==> config.mk <==
export PLATFORM = sky130hd
export DESIGN_NAME = hpd_prio_sel
export DESIGN_NICKNAME = d
export VERILOG_FILES = /design/src/rtl/hps_pkg.sv /design/src/rtl/hps_tick_gen.sv /design/src/rtl/hps_port_mon.sv /design/src/rtl/hpd_prio_sel.sv
export SDC_FILE = /design/constraint.sdc
export NUM_CORES = 1
export LEC_CHECK = 0
export BUFFER_PORTS_ARGS = -buffer_cell sky130_fd_sc_hd__clkbuf_2
export CORE_MARGIN = 5
export CORE_UTILIZATION = 30
export DETAILED_ROUTE_END_ITERATION = 8
export SETUP_SLACK_MARGIN = 0.5
export SLEW_MARGIN = 5
export SYNTH_ARGS = -nofsm -noshare
export SYNTH_HDL_FRONTEND = slang
export SYNTH_SLANG_ARGS = --single-unit
==> constraint.sdc <==
create_clock -name clk -period 1.6 [get_ports clk]
set_input_delay 0.24 -clock clk [delete_from_list [all_inputs] [get_ports clk]]
set_output_delay 0.24 -clock clk [all_outputs]
set_load 0.05 [all_outputs]
==> src/rtl/hps_pkg.sv <==
package hps_pkg;

    typedef enum logic [1:0] {
        ST_IDLE   = 2'd0,
        ST_LINK   = 2'd1,
        ST_TOGGLE = 2'd2
    } hps_state_e;

    localparam logic PORT_FRONT = 1'b0;
    localparam logic PORT_REAR  = 1'b1;
    localparam int   NUM_PORTS  = 2;

endpackage

==> src/rtl/hps_tick_gen.sv <==
module hps_tick_gen #(
    parameter int TICK_DIV = 5000
) (
    input  logic clk,
    input  logic rst_n,
    output logic tick_o
);
    localparam int CW = (TICK_DIV > 2) ? $clog2(TICK_DIV) : 1;

    logic [CW-1:0] div_q;

    always_ff @(posedge clk or negedge rst_n) begin
        if (!rst_n) begin
            div_q  <= '0;
            tick_o <= 1'b0;
        end else if (div_q == CW'(TICK_DIV - 1)) begin
            div_q  <= '0;
            tick_o <= 1'b1;
        end else begin
            div_q  <= div_q + 1'b1;
            tick_o <= 1'b0;
        end
    end
endmodule

==> src/rtl/hps_port_mon.sv <==
module hps_port_mon #(
    parameter int DEB_T  = 20,
    parameter int DISC_T = 20
) (
    input  logic clk,
    input  logic rst_n,
    input  logic tick_i,
    input  logic hpd_i,
    output logic lvl_o,
    output logic conn_o
);
    localparam int MAXT = (DEB_T > DISC_T) ? DEB_T : DISC_T;
    localparam int CW   = $clog2(MAXT + 1);

    logic [1:0]    sync_q;
    logic [CW-1:0] run_q;

    assign lvl_o = sync_q[1];

    // run_q counts ticks during which the line disagrees with conn_o
    always_ff @(posedge clk or negedge rst_n) begin
        if (!rst_n) begin
            sync_q <= 2'b00;
            run_q  <= '0;
            conn_o <= 1'b0;
        end else begin
            sync_q <= {sync_q[0], hpd_i};
            if (sync_q[1] == conn_o) begin
                run_q <= '0;
            end else if (tick_i) begin
                if (!conn_o && run_q == CW'(DEB_T - 1)) begin
                    conn_o <= 1'b1;
                    run_q  <= '0;
                end else if (conn_o && run_q == CW'(DISC_T - 1)) begin
                    conn_o <= 1'b0;
                    run_q  <= '0;
                end else begin
                    run_q <= run_q + 1'b1;
                end
            end
        end
    end
endmodule

==> src/rtl/hpd_prio_sel.sv <==
module hpd_prio_sel
    import hps_pkg::*;
#(
    parameter int TICK_DIV = 5000,
    parameter int DEB_T    = 20,
    parameter int DISC_T   = 20,
    parameter int TOGGLE_T = 30
) (
    input  logic clk,
    input  logic rst_n,
    input  logic hpd_front_i,
    input  logic hpd_rear_i,
    output logic sel_rear_o,
    output logic hpd_src_o
);
    localparam int TW = (TOGGLE_T > 2) ? $clog2(TOGGLE_T) : 1;

    logic                 tick;
    logic [NUM_PORTS-1:0] hpd_raw;
    logic [NUM_PORTS-1:0] lvl;
    logic [NUM_PORTS-1:0] conn;
    logic                 front_conn, rear_conn, any_conn, want;

    hps_state_e state, state_n;
    logic       sel_q, sel_n;
    logic [TW-1:0] tog_cnt, tog_cnt_n;

    assign hpd_raw = {hpd_rear_i, hpd_front_i};

    hps_tick_gen #(.TICK_DIV(TICK_DIV)) u_tick (
        .clk(clk), .rst_n(rst_n), .tick_o(tick)
    );

    for (genvar p = 0; p < NUM_PORTS; p++) begin : g_port
        hps_port_mon #(.DEB_T(DEB_T), .DISC_T(DISC_T)) u_mon (
            .clk(clk), .rst_n(rst_n), .tick_i(tick),
            .hpd_i(hpd_raw[p]), .lvl_o(lvl[p]), .conn_o(conn[p])
        );
    end

    assign front_conn = conn[0];
    assign rear_conn  = conn[1];
    assign any_conn   = front_conn | rear_conn;
    assign want       = front_conn ? PORT_FRONT : PORT_REAR;

    // next-state and transition decisions
    always_comb begin
        state_n   = state;
        sel_n     = sel_q;
        tog_cnt_n = tog_cnt;
        unique case (state)
            ST_IDLE: begin
                if (any_conn) begin
                    sel_n   = want;
                    state_n = ST_LINK;
                end
            end
            ST_LINK: begin
                if (!any_conn) begin
                    state_n = ST_IDLE;
                end else if (want != sel_q) begin
                    sel_n     = want;
                    tog_cnt_n = '0;
                    state_n   = ST_TOGGLE;
                end
            end
            ST_TOGGLE: begin
                if (!any_conn) begin
                    state_n = ST_IDLE;
                end else if (want != sel_q) begin
                    sel_n     = want;
                    tog_cnt_n = '0;
                end else if (tick) begin
                    if (tog_cnt == TW'(TOGGLE_T - 1)) state_n = ST_LINK;
                    else tog_cnt_n = tog_cnt + 1'b1;
                end
            end
            default: state_n = ST_IDLE;
        endcase
    end

    // state register
    always_ff @(posedge clk or negedge rst_n) begin
        if (!rst_n) begin
            state   <= ST_IDLE;
            sel_q   <= PORT_FRONT;
            tog_cnt <= '0;
        end else begin
            state   <= state_n;
            sel_q   <= sel_n;
            tog_cnt <= tog_cnt_n;
        end
    end

    // outputs
    always_comb begin
        sel_rear_o = sel_q;
        unique case (state)
            ST_LINK:   hpd_src_o = sel_q ? lvl[1] : lvl[0];
            default:   hpd_src_o = 1'b0;
        endcase
    end
endmodule

* Word-level counts from Yosys, hierarchy flattened
Cells that the tools add are included.
** Operators by class
- Mux-type cells :: 36
- Equality and inequality tests :: 21
- Bitwise gates (word level) :: 3
- Add/sub/neg operators :: 4
- Reduce and logical (&&, ||, !) cells :: 19
** Operators by type and width (count)
- 5-bit two-way mux :: 14
- 5-bit by 1-bit adder with 5-bit output (second input constant) :: 3
- 5-bit == test (second input constant) :: 3
- 2-bit two-way mux :: 7
- 13-bit by 1-bit adder with 13-bit output (second input constant) :: 1
- 13-bit == test (second input constant) :: 1
- 13-bit two-way mux :: 1
- 3-bit != test (second input constant) :: 4
- 2-bit nonzero test :: 6
- 1-bit two-way mux :: 11
- 5-bit one-hot mux with 2 select lines :: 1
- 2-bit != test (second input constant) :: 4
- 3-bit by 2-bit != test with 1-bit output (second input constant) :: 2
- 2-bit one-hot mux with 3 select lines :: 1
- 3-bit AND reduction :: 2
- 6-bit AND reduction :: 1
- 5-bit AND reduction :: 1
- 1-bit logical AND :: 4
- 2-bit by 1-bit != test with 1-bit output (second input constant) :: 2
- 4-bit AND reduction :: 1
- 1-bit == test :: 2
- 2-bit by 1-bit == test with 1-bit output (second input constant) :: 1
- 2-bit == test (second input constant) :: 1
- 1-bit zero test :: 2
- other kinds (6) :: 7
** Word-level totals
- Register bits :: 38

* Logic depth before layout (Yosys ltp)
- Depth in word-level cells :: 6
- Mapped depth :: 7

* Cells and area by module
From an unflattened synthesis, not the netlist that was laid out.
** Second synthesis, totals
- Cell total of the unflattened synthesis :: 181
- Area total of the unflattened synthesis :: 1983.2 um^2
** Modules (own cells, without submodules)
- hps_port_mon :: area an instance 367.9 um^2, instances 2, seq. area each 200.2 um^2, cells an instance 31
- hps_tick_gen :: area an instance 633.1 um^2, instances 1, seq. area each 350.3 um^2, cells an instance 55
- hpd_prio_sel :: area an instance 614.3 um^2, instances 1, seq. area each 200.2 um^2, cells an instance 64

* Worst setup path after synthesis
Ideal clock, no wire load.
- Kind :: register -> output
- Start :: reg sel_q, in the netlist sel_rear_o
- End :: out hpd_src_o
- Stages on the path, launching flop included :: 4
- Arrival time :: 1.551 ns
- Path slack :: -0.191 ns
- Required time :: 1.360 ns
- Cell sequence :: dfrtp_1 > buf_6 > mux2i_1 > nor2_1
** Between the ends
- Word-level cells in the longest chain between the ends :: 2
** RTL lines
- start: declaration :: line hpd_prio_sel.sv:25 : logic sel_q, sel_n;
- start signal: assignment :: line hpd_prio_sel.sv:90 : sel_q <= sel_n;
- 1-bit two-way mux :: line hpd_prio_sel.sv:99 : ST_LINK: hpd_src_o = sel_q ? lvl[1] : lvl[0];
- 1-bit two-way mux :: line hpd_prio_sel.sv:98 : unique case (state)
- end: declaration :: line hpd_prio_sel.sv:14 : output logic hpd_src_o
Every way passes these cells.

* Worst setup path after layout
- Start :: reg state[0]
- End :: reg tog_cnt[0]
** Between the ends
- Word-level cells in the longest chain between the ends :: 3
** RTL lines
- start: declaration :: line hpd_prio_sel.sv:24 : hps_state_e state, state_n;
- start signal: assignment :: line hpd_prio_sel.sv:89 : state <= state_n;
- 2-bit == test / 2-bit by 1-bit == test with 1-bit output (equally long branches) :: line hpd_prio_sel.sv:51 : unique case (state)
- 3-bit by 2-bit != test with 1-bit output (no line), or another cell as far along
- 6-bit AND reduction (no line)
- end signal: assignment :: line hpd_prio_sel.sv:91 : tog_cnt <= tog_cnt_n;
- end: declaration :: line hpd_prio_sel.sv:26 : logic [TW-1:0] tog_cnt, tog_cnt_n;
Several ways; a longest one is shown, not always the timed one.
A chain may end at the register's enable or synchronous reset.

==> flow_results.org <==
** Die
- Count of pins on the block boundary :: 6
- The die is 92.81 um tall.
- Die Span X :: 92.81 um
- The die covers 8613 um^2.
- Core Box Area :: 6719 um^2
- The floorplan has 30 rows.
- For this configuration, the core starts out at a cell density of 30.61%.

** Synthesis
- Summed over all instances, the cell type with the most area after synthesis is dfrtp_1.
- Post-Synth Simple-Gate Area :: 23.30%
- Synth Area in Compound Gates :: 9.915%
- Most frequent cell after synthesis :: dfrtp_1
- Multiplexer share of the synthesized area :: 5.596%
- The most used flip-flop cell after synthesis is dfrtp_1.
- Net count after synthesis :: 211
- Xor-xnor portion of the synthesized cell area :: 5.961%
- Share of synthesized area occupied by flip-flops and latches :: 46.23%
- Top cells by instance count after synthesis :: dfrtp_1 (38), nand2_1 (17), nor2_1 (17)
- Avg Cell Area, Syn :: 10.39 um^2
- Largest family of logic cells by synthesized area :: simple AND/OR/NAND/NOR gates
- Synthesis warning total :: 0
- Synth Cell Area :: 2057 um^2
- By area the synthesized netlist is led by dfrtp_1 (46%), ha_1 (5.5%), xor2_1 (3.8%).
- Number of flops mapped to enable cells by yosys :: 0
- Synthesized instance count :: 198
- Fraction of synthesized cell area taken by the top area cell type :: 46.23%
- In the synthesized netlist the async set-or-reset flop fraction comes to 100.0%.
- Synth Area in Adders :: 5.474%
- Distinct cells, synth :: 44
- Synthesis inferred 38 register bits.

** Drt
- Post-route DRC :: 0
- Once detail routing completed, the nets flagged for antenna violations numbered 0.
- Before antenna repair, the detailed router went through 4 iterations.
- Using the TritonRoute via totals, the vias-per-cell ratio works out to 4.866.
- The first routing iteration left 45 violations.
- Wires add up to 4842 um.
- Detailed routing inserted a total of 1708 vias.
- Per-cell routed wire length :: 13.79 um

** Run status
- Failing checks :: hold timing, setup timing
- The flow ran to the end, but the final reports show violations.

** Pwr
- Sequential cells account for 48.2% of the total power.
- Cell internal power was estimated by the tool at 1640 uW.
- VDD sags by at most 0.5396 mV.
- Reported net switching power :: 370.8 uW
- Comb pwr share :: 1.8%
- In this run switching power makes up 18.44% of total power.
- Lkg Pwr :: 0.001434 uW
- Fraction of power consumed by the clock network :: 50.0%
- Pwr Density :: 614.0 nW/um^2

** Global route
- The number of global-route vias before repair is 1681.
- Across every metal layer, demand over resource in global routing totals 10.93%.
- The initial antenna violation count was 0.
- Entering global routing, the biggest net connects 28 pins.
- Global routing finished with a remaining overflow of 0.
- Global-route wire length before repair :: 7590 um

** Finish
- Layout cell share with drive strength beyond 1 :: 53.87%
- At the end of the flow, the number of nets in the layout was 283.
- The area growth from synthesis to layout is 59.25%.
- Final cell utilization of the core :: 48.75%
- Final cell count without fillers :: 351
- The number of antenna diodes in the final layout is 0.
- Filler cells :: 568

** Worst setup path
- The worst register-to-register path begins at state[0]$_DFFE_PN0P_.
- Path depth of the worst reg2reg path :: 5
- STA puts the critical path data arrival time at 1.83 ns.
- The most critical setup path has its startpoint at state[0]$_DFFE_PN0P_.
- The critical path is of the reg -> reg type.
- For flop-to-flop paths, the worst setup slack is -0.06 ns.
- Type of origin of the critical path :: register
- STA classifies the critical path endpoint as a register.
- Of all nets on the critical path, the largest fanout is 3.
- The worst register-to-register path ends at tog_cnt[0]$_DFFE_PN0P_.
- Data required time of the worst path :: 1.78 ns

** Timing
- Setup violations remaining at the end of the flow were counted as 6.
- For this run, the top clock speed supported by timing is 0.6031 GHz.
- Final hold analysis gives a worst-case slack of -0.02615 ns.
- The number of failing hold endpoints at the final stage came to 25.
- Period minus WS final :: 1.658 ns
- At the pin with the least slew margin, the transition time is 0.6747 ns.
- Setup repair after global routing missed its margin :: yes
- Relative slew margins :: 55.02%
- Final clock skew :: 0.003319 ns
- Slew Viols, Final :: 0
- Final Worst Setup Slack :: -0.05804 ns
- Ratio of final minimum period to clock period :: 103.6%

** Placed design
- Count of buffers inserted at the top-level ports :: 5
- The congestion estimate from routability-driven global placement came to 0.7612.
- Setup Slack @ Placement :: -0.05857 ns
- Once placement completed, the tool counted placed cells totaling 302.
- Detailed placement finished with a half-perimeter wire length of 2895 um.

** CTS
- Clock insertion delay at the later pin of the skew report :: 0.29 ns
- Counting along the longest clock path gives a buffer depth of 2.
- After clock tree synthesis, the clock-pin slew on the worst setup and hold paths is 0.08 ns.
- Clk sinks :: 38
- CTS tree :: done
- The H-tree generated during clock tree synthesis spans 2 levels.
- Clock Tree Root :: clkbuf_8
- TritonCTS created 5 clock buffers.

** Job
- Maximum Capacitance Violations :: 0

** Min path
- The tightest min-delay check is of the in -> async type.
-- sequential cells by signal, summed over array words and instances, names as in the netlist --
name and cells:
state 2, g_port.u_mon.conn_o 2, u_tick.div_q 13, tog_cnt 5
g_port.u_mon.sync_q 4, u_tick.tick_o 1, g_port.u_mon.run_q 10, sel_rear_o 1
-- stage by stage --
step / total power, uW / hold slack (ns) / area (um^2) / TNS, ns
2_1_floorplan: 991.4 / -0.05559 / 2168 / -0.1853
3_5_place_dp: 1021 / 0.3089 / 2424 / -0.1644
5_1_grt: 2076 / 0.02063 / 3276 / -0.5038
3_3_place_gp: 1021 / 0.3042 / 2424 / -0.06058
6_report: 2011 / -0.02615 / 3276 / -0.2129
4_1_cts: 2023 / -0.007191 / 2841 / -0.2395
-- worst max path at each step --
stage | end | slack [ns] | cells after the start
4_1_cts | tog_cnt[0]$_DFFE_PN0P_ | -0.06 | 5
3_3_place_gp | tog_cnt[1]$_DFFE_PN0P_ | -0.03 | 5
2_1_floorplan | tog_cnt[0]$_DFFE_PN0P_ | -0.09 | 6
6_report | tog_cnt[0]$_DFFE_PN0P_ | -0.06 | 5
5_1_grt | tog_cnt[0]$_DFFE_PN0P_ | -0.10 | 5
3_5_place_dp | tog_cnt[0]$_DFFE_PN0P_ | -0.06 | 5
-- layout by cell type (no fill, tap or decap), drive strengths merged, types with 2 or more instances in the layout --
cell and n:
and3 2, o21ai 5, dfrtp 38, o2bb2ai 3, xor2 9, nand2b 9, buf 67, o31a 2
and4 3, nor3b 2, nand2 17, nand4bb 2, a21oi 9, mux2i 4, xnor2 5, clkbuf 11
ha 9, nor3 4, nor4bb 2, nand3 9, o211ai 3, bufinv 2, nor2b 6, nand3b 3
nor2 17, mux2 6, inv 5, nand4 5
-- area by class of cell --
class                   instances  area (um^2)  area share (%)
clock buffers                   6        82.58           2.521
clock inverters                 2        60.06           1.833
inverters                       5        21.27          0.6494
multi-input cells             148         1386           42.32
flip-flops and latches         38        958.4           29.26
well taps                      80        100.1           3.056
repair buffers                 72        666.9           20.36
-- routing by layer --
metal / track usage, % / wire length [um]
met2: 18.42 / 2391
met4: 3.297 / 53
met5: 0 / 0
met1: 13.94 / 2320
met3: 2.437 / 77
-- power by group through the flow --
stage	sequential [uW]	clock (uW)	combinational [uW]
floorplan	986	0	5.13
detailed placement	987	0	33.8
global placement	987	0	33.8
global route	970	1060	41.4
finish	970	1010	36.3
CTS	968	1020	34.9
-- kinds of logic after synthesis --
group | Yosys count
xor gates and xnor gates | 14
muxes | 10
AOI/OAI and AO/OA | 30
buffers and inverters | 12
adders and majority gates | 9
DFF | 38
and+or+nand+nor | 85
-- what timing repair did --
item / in CTS / in global routing
buffers inserted: 19 / 21
pin swaps: 16 / 22
resized for setup: 35 / 54
cloned: 0 / 1
hold endpoints to repair: 17 / 0
setup endpoints to repair: 33 / 34
-- critical path, cell delays in order (launching register included) --
cell      delay, ns
dfrtp_1        0.43
ha_4           0.18
nand2b_4       0.12
o311a_1        0.35
nand2b_4       0.16
mux2_4         0.30
(Power assumes the default switching activity.)
